$ cat src/rtl/lrq_pkg.sv
package lrq_pkg;
    localparam int TYPE_W = 3;
    localparam logic [TYPE_W-1:0] CODE_RD = 3'b100;
    localparam logic [TYPE_W-1:0] CODE_WR = 3'b101;

    typedef enum logic [2:0] {
        ST_HUNT,
        ST_TYPE,
        ST_BODY,
        ST_STOP,
        ST_DRAIN
    } lrq_state_e;

    typedef enum logic [1:0] {
        K_BUS,
        K_READ,
        K_WRITE,
        K_RSVD
    } lrq_kind_e;
endpackage

$ cat src/rtl/lrq_classify.sv
module lrq_classify
    import lrq_pkg::*;
#(
    parameter int SPD_W  = 2,
    parameter int ADDR_W = 4,
    parameter int DATA_W = 8,
    parameter int CNT_W  = 4
) (
    input  logic [TYPE_W-1:0] code_i,
    output lrq_kind_e         kind_o,
    output logic [CNT_W-1:0]  last_o
);
    // Payload length minus one, chosen by the type code.
    always_comb begin
        kind_o = K_RSVD;
        last_o = '0;
        if (!code_i[TYPE_W-1]) begin
            kind_o = K_BUS;
            last_o = CNT_W'(SPD_W - 1);
        end else if (code_i == CODE_RD) begin
            kind_o = K_READ;
            last_o = CNT_W'(ADDR_W - 1);
        end else if (code_i == CODE_WR) begin
            kind_o = K_WRITE;
            last_o = CNT_W'(ADDR_W + DATA_W - 1);
        end
    end
endmodule

$ cat src/rtl/lrq_shifter.sv
module lrq_shifter
    import lrq_pkg::*;
#(
    parameter int PAY_W = 12
) (
    input  logic              clk,
    input  logic              rst_n,
    input  logic              din_i,
    input  logic              clr_i,
    input  logic              type_en_i,
    input  logic              pay_en_i,
    output logic [TYPE_W-1:0] type_q,
    output logic [PAY_W-1:0]  pay_q
);
    always_ff @(posedge clk or negedge rst_n) begin
        if (!rst_n) begin
            type_q <= '0;
            pay_q  <= '0;
        end else if (clr_i) begin
            type_q <= '0;
            pay_q  <= '0;
        end else begin
            if (type_en_i) type_q <= {type_q[TYPE_W-2:0], din_i};
            if (pay_en_i)  pay_q  <= {pay_q[PAY_W-2:0], din_i};
        end
    end
endmodule

$ cat src/rtl/lrq_fsm.sv
module lrq_fsm
    import lrq_pkg::*;
#(
    parameter int CNT_W = 4
) (
    input  logic             clk,
    input  logic             rst_n,
    input  logic             din_i,
    input  lrq_kind_e        kind_now_i,
    input  logic [CNT_W-1:0] last_now_i,
    output lrq_kind_e        kind_q,
    output logic             clr_o,
    output logic             type_en_o,
    output logic             pay_en_o,
    output logic             stop_chk_o,
    output logic             type_bad_o
);
    lrq_state_e       state_q, state_d;
    logic [CNT_W-1:0] cnt_q, cnt_d;
    logic             type_last;

    assign type_last = (cnt_q == CNT_W'(TYPE_W - 1));

    // Next state and bit counter.
    always_comb begin
        state_d = state_q;
        cnt_d   = cnt_q;
        unique case (state_q)
            ST_HUNT: begin
                cnt_d = '0;
                if (din_i) state_d = ST_TYPE;
            end
            ST_TYPE: begin
                if (type_last) begin
                    cnt_d   = last_now_i;
                    state_d = (kind_now_i == K_RSVD) ? ST_DRAIN : ST_BODY;
                end else begin
                    cnt_d = cnt_q + 1'b1;
                end
            end
            ST_BODY: begin
                cnt_d = cnt_q - 1'b1;
                if (cnt_q == '0) state_d = ST_STOP;
            end
            ST_STOP: begin
                cnt_d   = '0;
                state_d = din_i ? ST_DRAIN : ST_HUNT;
            end
            ST_DRAIN: begin
                cnt_d = '0;
                if (!din_i) state_d = ST_HUNT;
            end
            default: begin
                cnt_d   = '0;
                state_d = ST_HUNT;
            end
        endcase
    end

    // State register.
    always_ff @(posedge clk or negedge rst_n) begin
        if (!rst_n) begin
            state_q <= ST_HUNT;
            cnt_q   <= '0;
            kind_q  <= K_BUS;
        end else begin
            state_q <= state_d;
            cnt_q   <= cnt_d;
            if (state_q == ST_TYPE && type_last) kind_q <= kind_now_i;
        end
    end

    // Control outputs.
    always_comb begin
        clr_o      = 1'b0;
        type_en_o  = 1'b0;
        pay_en_o   = 1'b0;
        stop_chk_o = 1'b0;
        type_bad_o = 1'b0;
        unique case (state_q)
            ST_HUNT:  clr_o = din_i;
            ST_TYPE: begin
                type_en_o  = 1'b1;
                type_bad_o = type_last && (kind_now_i == K_RSVD);
            end
            ST_BODY:  pay_en_o   = 1'b1;
            ST_STOP:  stop_chk_o = 1'b1;
            default: ;
        endcase
    end

    // a high sample in HUNT always opens a frame on the next edge
    a_r9_start_accept: assert property (@(posedge clk) disable iff (!rst_n)
        (state_q == ST_HUNT && din_i) |=> (state_q == ST_TYPE));

    // DRAIN keeps ignoring the line while it stays high
    a_r6_drain_hold: assert property (@(posedge clk) disable iff (!rst_n)
        (state_q == ST_DRAIN && din_i) |=> (state_q == ST_DRAIN));

    // a high stop sample never returns straight to HUNT
    a_r7_stop_high_drains: assert property (@(posedge clk) disable iff (!rst_n)
        (state_q == ST_STOP && din_i) |=> (state_q == ST_DRAIN));
endmodule

$ cat src/rtl/lrq_outreg.sv
module lrq_outreg
    import lrq_pkg::*;
#(
    parameter int SPD_W  = 2,
    parameter int ADDR_W = 4,
    parameter int DATA_W = 8,
    parameter int PAY_W  = 12
) (
    input  logic              clk,
    input  logic              rst_n,
    input  logic              din_i,
    input  logic              stop_chk_i,
    input  logic              type_bad_i,
    input  lrq_kind_e         kind_i,
    input  logic [TYPE_W-1:0] type_i,
    input  logic [PAY_W-1:0]  pay_i,
    output logic              valid_o,
    output logic [TYPE_W-1:0] type_o,
    output logic [SPD_W-1:0]  speed_o,
    output logic [ADDR_W-1:0] addr_o,
    output logic [DATA_W-1:0] data_o,
    output logic              type_err_o,
    output logic              frame_err_o
);
    logic good;
    assign good = stop_chk_i && !din_i;

    always_ff @(posedge clk or negedge rst_n) begin
        if (!rst_n) begin
            valid_o     <= 1'b0;
            type_err_o  <= 1'b0;
            frame_err_o <= 1'b0;
            type_o      <= '0;
            speed_o     <= '0;
            addr_o      <= '0;
            data_o      <= '0;
        end else begin
            valid_o     <= good;
            type_err_o  <= type_bad_i;
            frame_err_o <= stop_chk_i && din_i;
            if (good) begin
                type_o  <= type_i;
                speed_o <= '0;
                addr_o  <= '0;
                data_o  <= '0;
                unique case (kind_i)
                    K_BUS:   speed_o <= pay_i[SPD_W-1:0];
                    K_READ:  addr_o  <= pay_i[ADDR_W-1:0];
                    K_WRITE: begin
                        addr_o <= pay_i[ADDR_W+DATA_W-1:DATA_W];
                        data_o <= pay_i[DATA_W-1:0];
                    end
                    default: ;
                endcase
            end
        end
    end

    // the strobe is a single-cycle pulse
    a_r11_valid_single: assert property (@(posedge clk) disable iff (!rst_n)
        valid_o |=> !valid_o);

    // strobe and error pulses are mutually exclusive
    a_r11_pulse_exclusive: assert property (@(posedge clk) disable iff (!rst_n)
        $onehot0({valid_o, type_err_o, frame_err_o}));

    // fields only move together with the strobe
    a_r8_fields_hold: assert property (@(posedge clk) disable iff (!rst_n)
        !valid_o |-> ($stable(type_o) && $stable(speed_o) && $stable(addr_o) && $stable(data_o)));
endmodule

$ cat src/rtl/lreq_frame_decoder.sv
module lreq_frame_decoder
    import lrq_pkg::*;
#(
    parameter int SPD_W  = 2,
    parameter int ADDR_W = 4,
    parameter int DATA_W = 8
) (
    input  logic              clk,
    input  logic              rst_n,
    input  logic              lreq_in,
    output logic              req_valid_o,
    output logic [2:0]        req_type_o,
    output logic [SPD_W-1:0]  req_speed_o,
    output logic [ADDR_W-1:0] reg_addr_o,
    output logic [DATA_W-1:0] reg_data_o,
    output logic              type_err_o,
    output logic              frame_err_o
);
    localparam int PAY_W = ADDR_W + DATA_W;
    localparam int CNT_W = ($clog2(PAY_W) < 2) ? 2 : $clog2(PAY_W);

    logic [TYPE_W-1:0] type_q;
    logic [PAY_W-1:0]  pay_q;
    logic [TYPE_W-1:0] code_now;
    logic [CNT_W-1:0]  last_now;
    lrq_kind_e         kind_now, kind_q;
    logic              clr, type_en, pay_en, stop_chk, type_bad;

    // Type code as it stands once the current bit is included.
    assign code_now = {type_q[TYPE_W-2:0], lreq_in};

    lrq_classify #(
        .SPD_W(SPD_W), .ADDR_W(ADDR_W), .DATA_W(DATA_W), .CNT_W(CNT_W)
    ) u_classify (
        .code_i (code_now),
        .kind_o (kind_now),
        .last_o (last_now)
    );

    lrq_shifter #(.PAY_W(PAY_W)) u_shift (
        .clk       (clk),
        .rst_n     (rst_n),
        .din_i     (lreq_in),
        .clr_i     (clr),
        .type_en_i (type_en),
        .pay_en_i  (pay_en),
        .type_q    (type_q),
        .pay_q     (pay_q)
    );

    lrq_fsm #(.CNT_W(CNT_W)) u_fsm (
        .clk        (clk),
        .rst_n      (rst_n),
        .din_i      (lreq_in),
        .kind_now_i (kind_now),
        .last_now_i (last_now),
        .kind_q     (kind_q),
        .clr_o      (clr),
        .type_en_o  (type_en),
        .pay_en_o   (pay_en),
        .stop_chk_o (stop_chk),
        .type_bad_o (type_bad)
    );

    lrq_outreg #(
        .SPD_W(SPD_W), .ADDR_W(ADDR_W), .DATA_W(DATA_W), .PAY_W(PAY_W)
    ) u_out (
        .clk         (clk),
        .rst_n       (rst_n),
        .din_i       (lreq_in),
        .stop_chk_i  (stop_chk),
        .type_bad_i  (type_bad),
        .kind_i      (kind_q),
        .type_i      (type_q),
        .pay_i       (pay_q),
        .valid_o     (req_valid_o),
        .type_o      (req_type_o),
        .speed_o     (req_speed_o),
        .addr_o      (reg_addr_o),
        .data_o      (reg_data_o),
        .type_err_o  (type_err_o),
        .frame_err_o (frame_err_o)
    );
endmodule

$ cat config.mk
export PLATFORM = sky130hd
export DESIGN_NAME = lreq_frame_decoder
export DESIGN_NICKNAME = d
export VERILOG_FILES = /design/src/rtl/lrq_pkg.sv /design/src/rtl/lrq_classify.sv /design/src/rtl/lrq_shifter.sv /design/src/rtl/lrq_fsm.sv /design/src/rtl/lrq_outreg.sv /design/src/rtl/lreq_frame_decoder.sv
export SDC_FILE = /design/constraint.sdc
export NUM_CORES = 1
export LEC_CHECK = 0
export ABC_AREA = 1
export BUFFER_PORTS_ARGS = -buffer_cell sky130_fd_sc_hd__buf_2
export CAP_MARGIN = 20
export CORE_MARGIN = 2
export CORE_UTILIZATION = 55
export DETAILED_ROUTE_END_ITERATION = 7
export PLACE_DENSITY = 0.78
export SLEW_MARGIN = 20
export SYNTH_ARGS = -nofsm -noshare
export SYNTH_HDL_FRONTEND = slang
export SYNTH_SLANG_ARGS = --single-unit
$ cat constraint.sdc
create_clock -name clk -period 2.2 [get_ports clk]
set_clock_uncertainty 0.1 [all_clocks]
set_input_delay 0.11 -clock clk [delete_from_list [all_inputs] [get_ports clk]]
set_output_delay 0.11 -clock clk [all_outputs]
set_load 0.1 [all_outputs]
==> run summary, run 1 <==
Final HPWL DP: 2670 um
PwrDens: 1360 nW/um^2
Inserted Diodes: 0
Post-Route WL: 3770 um
Skew-Pair Late Insertion Delay: 0.35 ns
Syn Inst Count: 230
Max Cap Viol: 0
Cells along the critical path: inv_1 -> nand3_1 -> nor2_4 -> nand3_1 -> o211ai_1
Clock Tree Root: clkbuf_4
Run status: completed
VDD IR-drop max: 0.865 mV
Setup_tns: 0 ns
Clk pin slew, worst setup/hold paths: 0.13 ns
Initial antenna violation count: 0
First-pass GRT wire length: 6750 um
Period utilisation layout: 71.8%
WP data arrival: 1.74 ns
Clock power share: 13.7%
Fin area: 2220 sq um
CP Capture Type: flip-flop
ANT nets after route: 0
Largest stage delay on the critical path: 0.49 ns
CTS tree: done
Vias: 1562
Row count: 21
DRC Markers: 0
Most Frequent Cell on Critical Path: nand3_1
Postcts setup bufs: 0
Final nets: 265
Slew headroom: 67.7%
Overall routing resource usage: 21.2%
Die height: 64.5 um
Layout cells sized above 1: 14.1%
CP bufs+invs: 1
Unrepaired setup endpoints after global routing: no
WL/cell: 12.5 um
Cell Area, Synth: 2010 sq um
Number of global-route vias before repair: 1511
Sw frac: 50.9%
F_max: 0.633 GHz
Core area: 3420 sq um
Count of final max-slew check failures: 0
Largest net degree at the start of global routing: 25
DR iter-0 viols: 73
DIE AREA: 4160 sq um
Fin. Hold Viols: 0
Internal power: 0.00148 W
CP max-delay cell: dfrtp_1
Commonest cells after routing, fill and taps aside: nand2_1, dfrtp_1, inv_1, buf_2, nand3_1
Total nets after synthesis: 240
Sequential fraction of design power: 37.9%
CP required: 2.36 ns
Synth Register Bits: 44
PortBufs: 22
GR Overflow Total: 0
Worst setup SP type: flip-flop
Maximum root-to-sink buffer count: 2
Syn. warnings: 0
Min-Delay Path Class: input pin to asynchronous set/reset pin
Cell family with most CP delay: simple AND/OR/NAND/NOR gates
Top-level port count: 23
Sw power: 0.00154 W
Initial core utilization: 58.9%
Commonest non-fill, non-tap cell in the layout: nand2_1
First-pass DRT Iterations: 4
H-tree Lvls: 2
CTS buffer count: 5
Post-synthesis cell type count: 25
Worst-Margin Slew: 0.488 ns
Crit path kind: flip-flop to flip-flop
Syn avg cell area: 8.75 sq um
Post_cts resized: 0
Fin crit period: 1.58 ns
Sequential-to-total area share from yosys stat: 54.7%
Pleak: 1.18 nW
Comb pwr share: 48.4%
CP max FO: 8
Die W: 64.5 um
Total clock sinks: 44
Area after DPL: 2140 sq um
Area Overhead vs Synth: 10.4%
Vias/cell: 5.17
Final Setup Violations: 0
Gpl congestion: 0.962
cell families (layout without fill, tap and decap cells):
kind of cell | after synthesis | in the layout | synth area share [%]
compound gates | 31 | 31 | 9.02
xor+xnor | 2 | 2 | 0.871
fa+ha+maj | 7 | 7 | 4.35
buf+inv | 38 | 64 | 8.21
flops | 44 | 44 | 54.7
simple gates | 108 | 108 | 22.8
sequential cells by signal (all words and copies together) (netlist names), 2 cells and up:
name	count
u_out.addr_o	4
u_out.speed_o	2
u_out.data_o	8
u_shift.type_q	3
u_out.type_o	3
u_shift.pay_q	12
u_fsm.state_q	3
u_fsm.kind_q	2
u_fsm.cnt_q	4
cell usage after synthesis, drive strengths merged:
cell / count / area share (%)
nor2: 16 / 3.9
inv: 31 / 5.8
nand4: 1 / 0.31
ha: 7 / 4.4
a21oi: 4 / 1.0
o211ai: 2 / 0.75
clkbuf: 2 / 0.43
nor3: 2 / 0.50
o21ai: 9 / 2.2
buf: 5 / 2.0
xnor2: 2 / 0.87
a22oi: 1 / 0.37
nand3: 19 / 5.0
dfrtp: 44 / 55
o22ai: 15 / 4.7
nand2: 70 / 13
what timing repair did:
action	CTS	global route
setup endpoints to repair	0	0
endpoints found under the hold margin	21	0
hold buffers	2	0
per-stage QoR:
| step | setup slack [ns] | std cells | hold slack, ns | total power, W | util (%) |
|---|---|---|---|---|---|
| floorplan | 0.856 | 230 | -0.286 | 0.00237 | - |
| global placement | 0.697 | 292 | -0.0136 | 0.00258 | 62.6 |
| detailed placement | 0.609 | 292 | -0.00678 | 0.00260 | 62.6 |
| CTS | 0.605 | 302 | 0.134 | 0.00302 | 65.0 |
| global route | 0.462 | 302 | 0.142 | 0.00324 | 65.0 |
| finish | 0.621 | 302 | 0.115 | 0.00302 | 65.0 |
routing by layer:
metal / up-vias / global-route usage, % / wire length, um / part of all wire, %
met5: - / 0 / 0 / 0
met4: 0 / 6.65 / 35 / 0.93
met3: 4 / 5.73 / 189 / 5.0
met2: 47 / 32.6 / 1740 / 46
met1: 725 / 29.6 / 1800 / 48
li1: 786 / - / - / -
final cells by class:
class	count	area (sq um)
sequential	44	1100
multi-input combinational	148	746
timing repair buffer	25	138
clock inverter	1	7.51
inverter	31	116
fill	285	1190
tap	46	57.6
clock buffer	7	55.1
worst paths after layout:
kind,startpoint,to,slack (ns),cells past startpoint
setup reg to reg,u_fsm.state_q[1],u_fsm.cnt_q[1],0.62,5
setup / recovery,u_fsm.state_q[1],u_fsm.cnt_q[1],0.62,5
hold / removal,rst_n,u_out.frame_err_o,0.12,2
min in group clk,u_out.addr_o[1],u_out.addr_o[1],0.39,2
max in group asynchronous,rst_n,u_fsm.state_q[2],1.22,3
hold reg to reg,u_out.addr_o[1],u_out.addr_o[1],0.39,2
power groups by stage:
stage | logic [W] | clock network (W) | registers, W
floorplan | 0.000739 | 0 | 0.00163
global placement | 0.00143 | 0 | 0.00116
detailed placement | 0.00145 | 0 | 0.00115
CTS | 0.00146 | 0.000419 | 0.00114
global route | 0.00161 | 0.000455 | 0.00117
finish | 0.00146 | 0.000414 | 0.00114
Note: power is estimated with default switching activity, not from simulation.
==> inputs of run 2 (changes only) <==
==> constraint.sdc (replaced) <==
create_clock -name clk -period 1.46 [get_ports clk]
set_clock_uncertainty 0.1 [all_clocks]
set_input_delay 0.073 -clock clk [delete_from_list [all_inputs] [get_ports clk]]
set_output_delay 0.073 -clock clk [all_outputs]
set_load 0.1 [all_outputs]
==> run summary, run 2 (synthesized netlist as in run 1, its figures left out) <==
Worst r2r path cells: 6 (+1)
Worst setup SP type: flip-flop
Flop2flop setup slack: 0.1 ns (-0.52 ns)
Fin. Hold Viols: 0 (unchanged)
CP max FO: 12 (+4)
WP data arrival: 1.55 ns (-0.19 ns)
Final Setup Violations: 0 (unchanged)
Pleak: 1.22 nW (+3.0%)
CTS buffer count: 5 (unchanged)
Layout cells sized above 1: 20.5% (+6.4 points)
Worst-Margin Slew: 0.484 ns (-0.00417 ns)
First-pass DRT Iterations: 4 (unchanged)
Core area: 3420 sq um (unchanged)
Regs by FF count: u_shift.pay_q x12, u_out.data_o x8
Total clock sinks: 44 (unchanged)
Vias/cell: 5.17 (about the same)
CP required: 1.65 ns (-0.71 ns)
DRC Markers: 0 (unchanged)
DIE AREA: 4160 sq um (unchanged)
Row count: 21 (unchanged)
GR Overflow Total: 0 (unchanged)
RR Startpoint: u_fsm.state_q[0]
Initial antenna violation count: 0 (unchanged)
Worst r2r dst: u_shift.pay_q[11]
Max Cap Viol: 0 (unchanged)
Fin Hold WS: 0.0685 ns (-0.0469 ns)
Initial core utilization: 58.9% (unchanged)
CTS tree: done
Area Overhead vs Synth: 14.5%
Setup_tns: 0 ns (unchanged)
Gpl congestion: 0.879 (-8.6%)
Die W: 64.5 um (unchanged)
Clock Tree Root: clkbuf_4
PortBufs: 22 (unchanged)
Max reg flops: 12 (unchanged)
Min-Delay Path Class: input pin to asynchronous set/reset pin
Skew-Pair Late Insertion Delay: 0.36 ns (about the same)
Largest net degree at the start of global routing: 29 (+16%)
PwrDens: 2060 nW/um^2 (+51%)
Top-level port count: 23 (unchanged)
Number of global-route vias before repair: 1540 (+1.9%)
ANT nets after route: 0 (unchanged)
Total power: 0.00473 W (+57%)
Crit path kind: flip-flop to flip-flop
VDD IR-drop max: 1.05 mV (+21%)
Vias: 1602 (+2.6%)
Inserted Diodes: 0 (unchanged)
Post-place setup slack: 0.0160 ns (-0.592 ns)
Commonest non-fill, non-tap cell in the layout: nand2_1
Overall routing resource usage: 23.0% (+1.8 points)
Final HPWL DP: 2860 um (+7.2%)
Top reg by flops: u_shift.pay_q
Slew headroom: 68.0% (+0.28 points)
Die height: 64.5 um (unchanged)
Maximum root-to-sink buffer count: 2 (unchanged)
Post-Route WL: 4130 um (+9.8%)
Fin crit period: 1.36 ns (-0.215 ns)
WL/cell: 13.3 um (+6.9%)
Clk pin slew, worst setup/hold paths: 0.13 ns (about the same)
Period utilisation layout: 93.4% (+22 points)
H-tree Lvls: 2 (unchanged)
DR iter-0 viols: 116 (+59%)
F_max: 0.734 GHz (+16%)
First-pass GRT wire length: 7260 um (+7.6%)
Unrepaired setup endpoints after global routing: no
CP Capture Type: flip-flop
Count of final max-slew check failures: 0 (unchanged)
Run status: completed
Commonest cells after routing, fill and taps aside: nand2_1, dfrtp_1, inv_1, buf_2, nand3_1
Post-route setup slack: 0.0969 ns (-0.525 ns)
Final nets: 274 (+3.4%)
## run 2: area by class of cell
| type | instances | area, sq um |
|---|---|---|
| clock inverter | 2 | 12.5 |
| sequential | 44 | 1100 |
| timing repair inverter | 1 | 7.51 |
| clock buffer | 5 | 37.5 |
| tap | 46 | 57.6 |
| fill | 277 | 1110 |
| inverter | 31 | 119 |
| timing repair buffer | 33 | 210 |
| multi-input combinational | 148 | 757 |
## run 2: power breakdown
part	total, W	internal [W]	switching [W]
clock network	0.000572	0.000176	0.000396
registers	0.00170	0.00150	0.000202
logic	0.00246	0.000632	0.00183
total	0.00473	0.00231	0.00243
## run 2: worst max path at each step
| stage | slack (ns) | startpoint | depth (start not counted) | endpoint |
|---|---|---|---|---|
| global route | 0.002 | u_fsm.state_q[0] | 6 | u_shift.pay_q[4] |
| global placement | 0.06 | u_fsm.state_q[2] | 6 | u_shift.pay_q[1] |
| floorplan | 0.12 | u_fsm.kind_q[0] | 7 | u_out.addr_o[2] |
| finish | 0.1 | u_fsm.state_q[0] | 6 | u_shift.pay_q[11] |
| CTS | 0.02 | u_fsm.cnt_q[0] | 7 | u_fsm.cnt_q[3] |
| detailed placement | 0.02 | u_fsm.state_q[2] | 6 | u_shift.pay_q[1] |
## run 2: layer usage
metal | wire, um | vias to the layer above | GRT usage (%)
met5 | 0 | - | 0
met4 | 30 | 0 | 6.91
met3 | 167 | 4 | 5.21
met2 | 1940 | 37 | 35.7
met1 | 2000 | 761 | 32.4
li1 | - | 800 | -
## run 2: repair_timing
| action | 4_1_cts | 5_1_grt |
|---|---|---|
| endpoints found under the setup margin | 1 | 26 |
| setup buffers | 0 | 0 |
| pin swaps | 0 | 0 |
| gates cloned | 0 | 1 |
| hold endpoints to repair | 45 | 0 |
| hold buffers | 2 | 0 |
| resized for setup | 1 | 12 |
## run 2: worst max-delay path: stages (launching register included)
cell and delay [ns]:
dfrtp_1 0.44, inv_1 0.10, nand2_1 0.10, inv_2 0.09, nand2_2 0.09, buf_4 0.19
o21ai_0 0.17
## run 2: through the flow
step	cells	utilization, %	area (sq um)
after floorplan	230	-	2010
after global placement	300	64.7	2210
after detailed placement	300	64.7	2210
after CTS	309	66.8	2280
after global routing	310	67.4	2300
final	310	67.4	2300
==> inputs of run 3 (changes only) <==
--- a/config.mk
+++ b/config.mk
@@ -10,8 +10,10 @@
 export CAP_MARGIN = 20
 export CORE_MARGIN = 2
 export CORE_UTILIZATION = 55
+export CTS_BUF_LIST = sky130_fd_sc_hd__clkbuf_16
 export DETAILED_ROUTE_END_ITERATION = 7
 export PLACE_DENSITY = 0.78
+export RECOVER_POWER = 100
 export SLEW_MARGIN = 20
 export SYNTH_ARGS = -nofsm -noshare
 export SYNTH_HDL_FRONTEND = slang
==> run summary, run 3 (synthesized netlist as in run 1, its figures left out) <==
Count of final max-slew check failures: 0 (unchanged)
Maximum root-to-sink buffer count: 2 (unchanged)
Number of global-route vias before repair: 1568 (+1.8%)
Gpl congestion: 0.879 (unchanged)
CTS tree: done
CP Capture Type: flip-flop
Cells along the critical path: inv_1 -> nand2_1 -> inv_1 -> o21ai_0 -> inv_2 -> o22ai_1
Most Frequent Cell on Critical Path: inv_1
Post-route setup slack: 0.0853 ns (-0.0116 ns)
H-tree Lvls: 2 (unchanged)
Post-place setup slack: 0.0160 ns (unchanged)
Total clock sinks: 44 (unchanged)
Top-level port count: 23 (unchanged)
Top reg by flops: u_shift.pay_q
DR iter-0 viols: 149 (+28%)
Worst-Margin Slew: 0.951 ns (+0.467 ns)
Die W: 64.5 um (unchanged)
VDD IR-drop max: 1.17 mV (+11%)
WP data arrival: 1.44 ns (-0.11 ns)
Internal power: 0.00272 W (+18%)
First-pass DRT Iterations: 4 (unchanged)
Initial antenna violation count: 0 (unchanged)
CP max FO: 11 (-1)
Pleak: 1.23 nW (+0.91%)
Max Cap Viol: 0 (unchanged)
Inserted Diodes: 0 (unchanged)
Cell family with most CP delay: flip-flops
F_max: 0.727 GHz (-0.84%)
CP max-delay cell: dfrtp_1
Vias/cell: 5.20 (+0.59%)
Commonest cells after routing, fill and taps aside: nand2_1, dfrtp_1, inv_1, clkbuf_2, nand3_1
DRC Markers: 0 (unchanged)
Sequential fraction of design power: 33.0% (-2.9 points)
DIE AREA: 4160 sq um (unchanged)
Initial core utilization: 58.9% (unchanged)
Crit path kind: flip-flop to flip-flop
Crit path launch: u_fsm.state_q[0]
Comb pwr share: 46.2% (-5.8 points)
Max reg flops: 12 (unchanged)
PortBufs: 22 (unchanged)
Clock Tree Root: clkbuf_16
Fin Hold WS: 0.0342 ns (-0.0344 ns)
Final HPWL DP: 2860 um (unchanged)
Sw frac: 47.5% (-3.8 points)
First-pass GRT wire length: 7300 um (+0.58%)
Min-delay src: lreq_in
Layout cells sized above 1: 18.7% (-1.8 points)
Fin. Hold Viols: 0 (unchanged)
Sw power: 0.00246 W (+1.4%)
Postcts setup bufs: 0 (unchanged)
CTS buffer count: 5 (unchanged)
Final Setup Violations: 0 (unchanged)
Vias: 1601 (-0.062%)
Skew-Pair Late Insertion Delay: 0.29 ns (-0.07 ns)
Post-Route WL: 4150 um (+0.39%)
Final nets: 272 (-0.73%)
RR Startpoint: u_fsm.state_q[0]
Slew headroom: 36.6% (-31 points)
Largest net degree at the start of global routing: 29 (unchanged)
Die height: 64.5 um (unchanged)
Row count: 21 (unchanged)
Period utilisation layout: 94.2% (+0.80 points)
Area Overhead vs Synth: 17.4%
ANT nets after route: 0 (unchanged)
Flop2flop setup slack: 0.09 ns (about the same)
Run status: completed
Commonest non-fill, non-tap cell in the layout: nand2_1
Core area: 3420 sq um (unchanged)
Overall routing resource usage: 23.4% (+0.42 points)
Worst setup SP type: flip-flop
CP bufs+invs: 3 (unchanged)
Largest stage delay on the critical path: 0.42 ns (-0.02 ns)
Unrepaired setup endpoints after global routing: no
Setup_tns: 0 ns (unchanged)
Fin crit period: 1.37 ns (+0.0116 ns)
CP required: 1.52 ns (-0.13 ns)
# fillers: 266 (-4.0%)
Regs by FF count: u_shift.pay_q x12, u_out.data_o x8
Fin util: 69.2% (+1.7 points)
PwrDens: 2200 nW/um^2 (+6.8%)
Min-Delay Path Class: input pin to flip-flop
WL/cell: 13.5 um (+1.0%)
Clock power share: 20.7% (+8.6 points)
Clk pin slew, worst setup/hold paths: 0.06 ns (-0.07 ns)
GR Overflow Total: 0 (unchanged)
## run 3: layout make-up
| cell class | instances | area (sq um) | area share [%] |
|---|---|---|---|
| clock buffer | 5 | 125 | 5.30 |
| clock inverter | 2 | 12.5 | 0.530 |
| inverter | 31 | 116 | 4.93 |
| multi-input combinational | 148 | 753 | 31.9 |
| sequential | 44 | 1100 | 46.7 |
| tap | 46 | 57.6 | 2.44 |
| timing repair buffer | 32 | 195 | 8.26 |
## run 3: worst reg2reg max path: cells and delay by family, from the launching register on
kind            cells  cell delay (ns)
flops               1             0.42
buf+inv             3             0.40
compound gates      2             0.25
simple gates        1             0.09
## run 3: path summary, 6_finish.rpt
check / endpoint / cells past startpoint
worst min register to register: u_out.data_o[1] / 2
worst max register to register: u_shift.pay_q[2] / 6
max in group asynchronous: u_fsm.cnt_q[1] / 3
worst min-delay path: u_fsm.kind_q[1] / 3
min in group asynchronous: u_out.frame_err_o / 2
worst max-delay path: u_shift.pay_q[2] / 6
## run 3: repair_timing
item | CTS | global route
gates resized for setup | 1 | 6
hold buffers | 1 | 0
endpoints found under the setup margin | 2 | 18
pin swaps | 0 | 2
endpoints found under the hold margin | 44 | 0
## run 3: power groups by stage
stage / clock [W] / combinational, W / sequential [W]
6_report: 0.00108 / 0.00240 / 0.00171
5_1_grt: 0.00115 / 0.00262 / 0.00174
4_1_cts: 0.00108 / 0.00238 / 0.00170
3_5_place_dp: 0 / 0.00237 / 0.00172
3_3_place_gp: 0 / 0.00234 / 0.00169
2_1_floorplan: 0 / 0.00111 / 0.00246
## run 3: metal layers
| layer | share of wire (%) | global-route usage (%) |
|---|---|---|
| met1 | 49 | 32.6 |
| met2 | 45 | 35.0 |
| met3 | 4.0 | 5.90 |
| met4 | 1.8 | 9.84 |
| met5 | 0 | 0 |
## run 3: through the flow
stage	total power, W	cell area, sq um	std cells
after detailed placement	0.00408	2210	300
after global placement	0.00403	2210	300
after CTS	0.00516	2360	308
after global routing	0.00551	2360	308
final	0.00519	2360	308
after floorplan	0.00357	2010	230
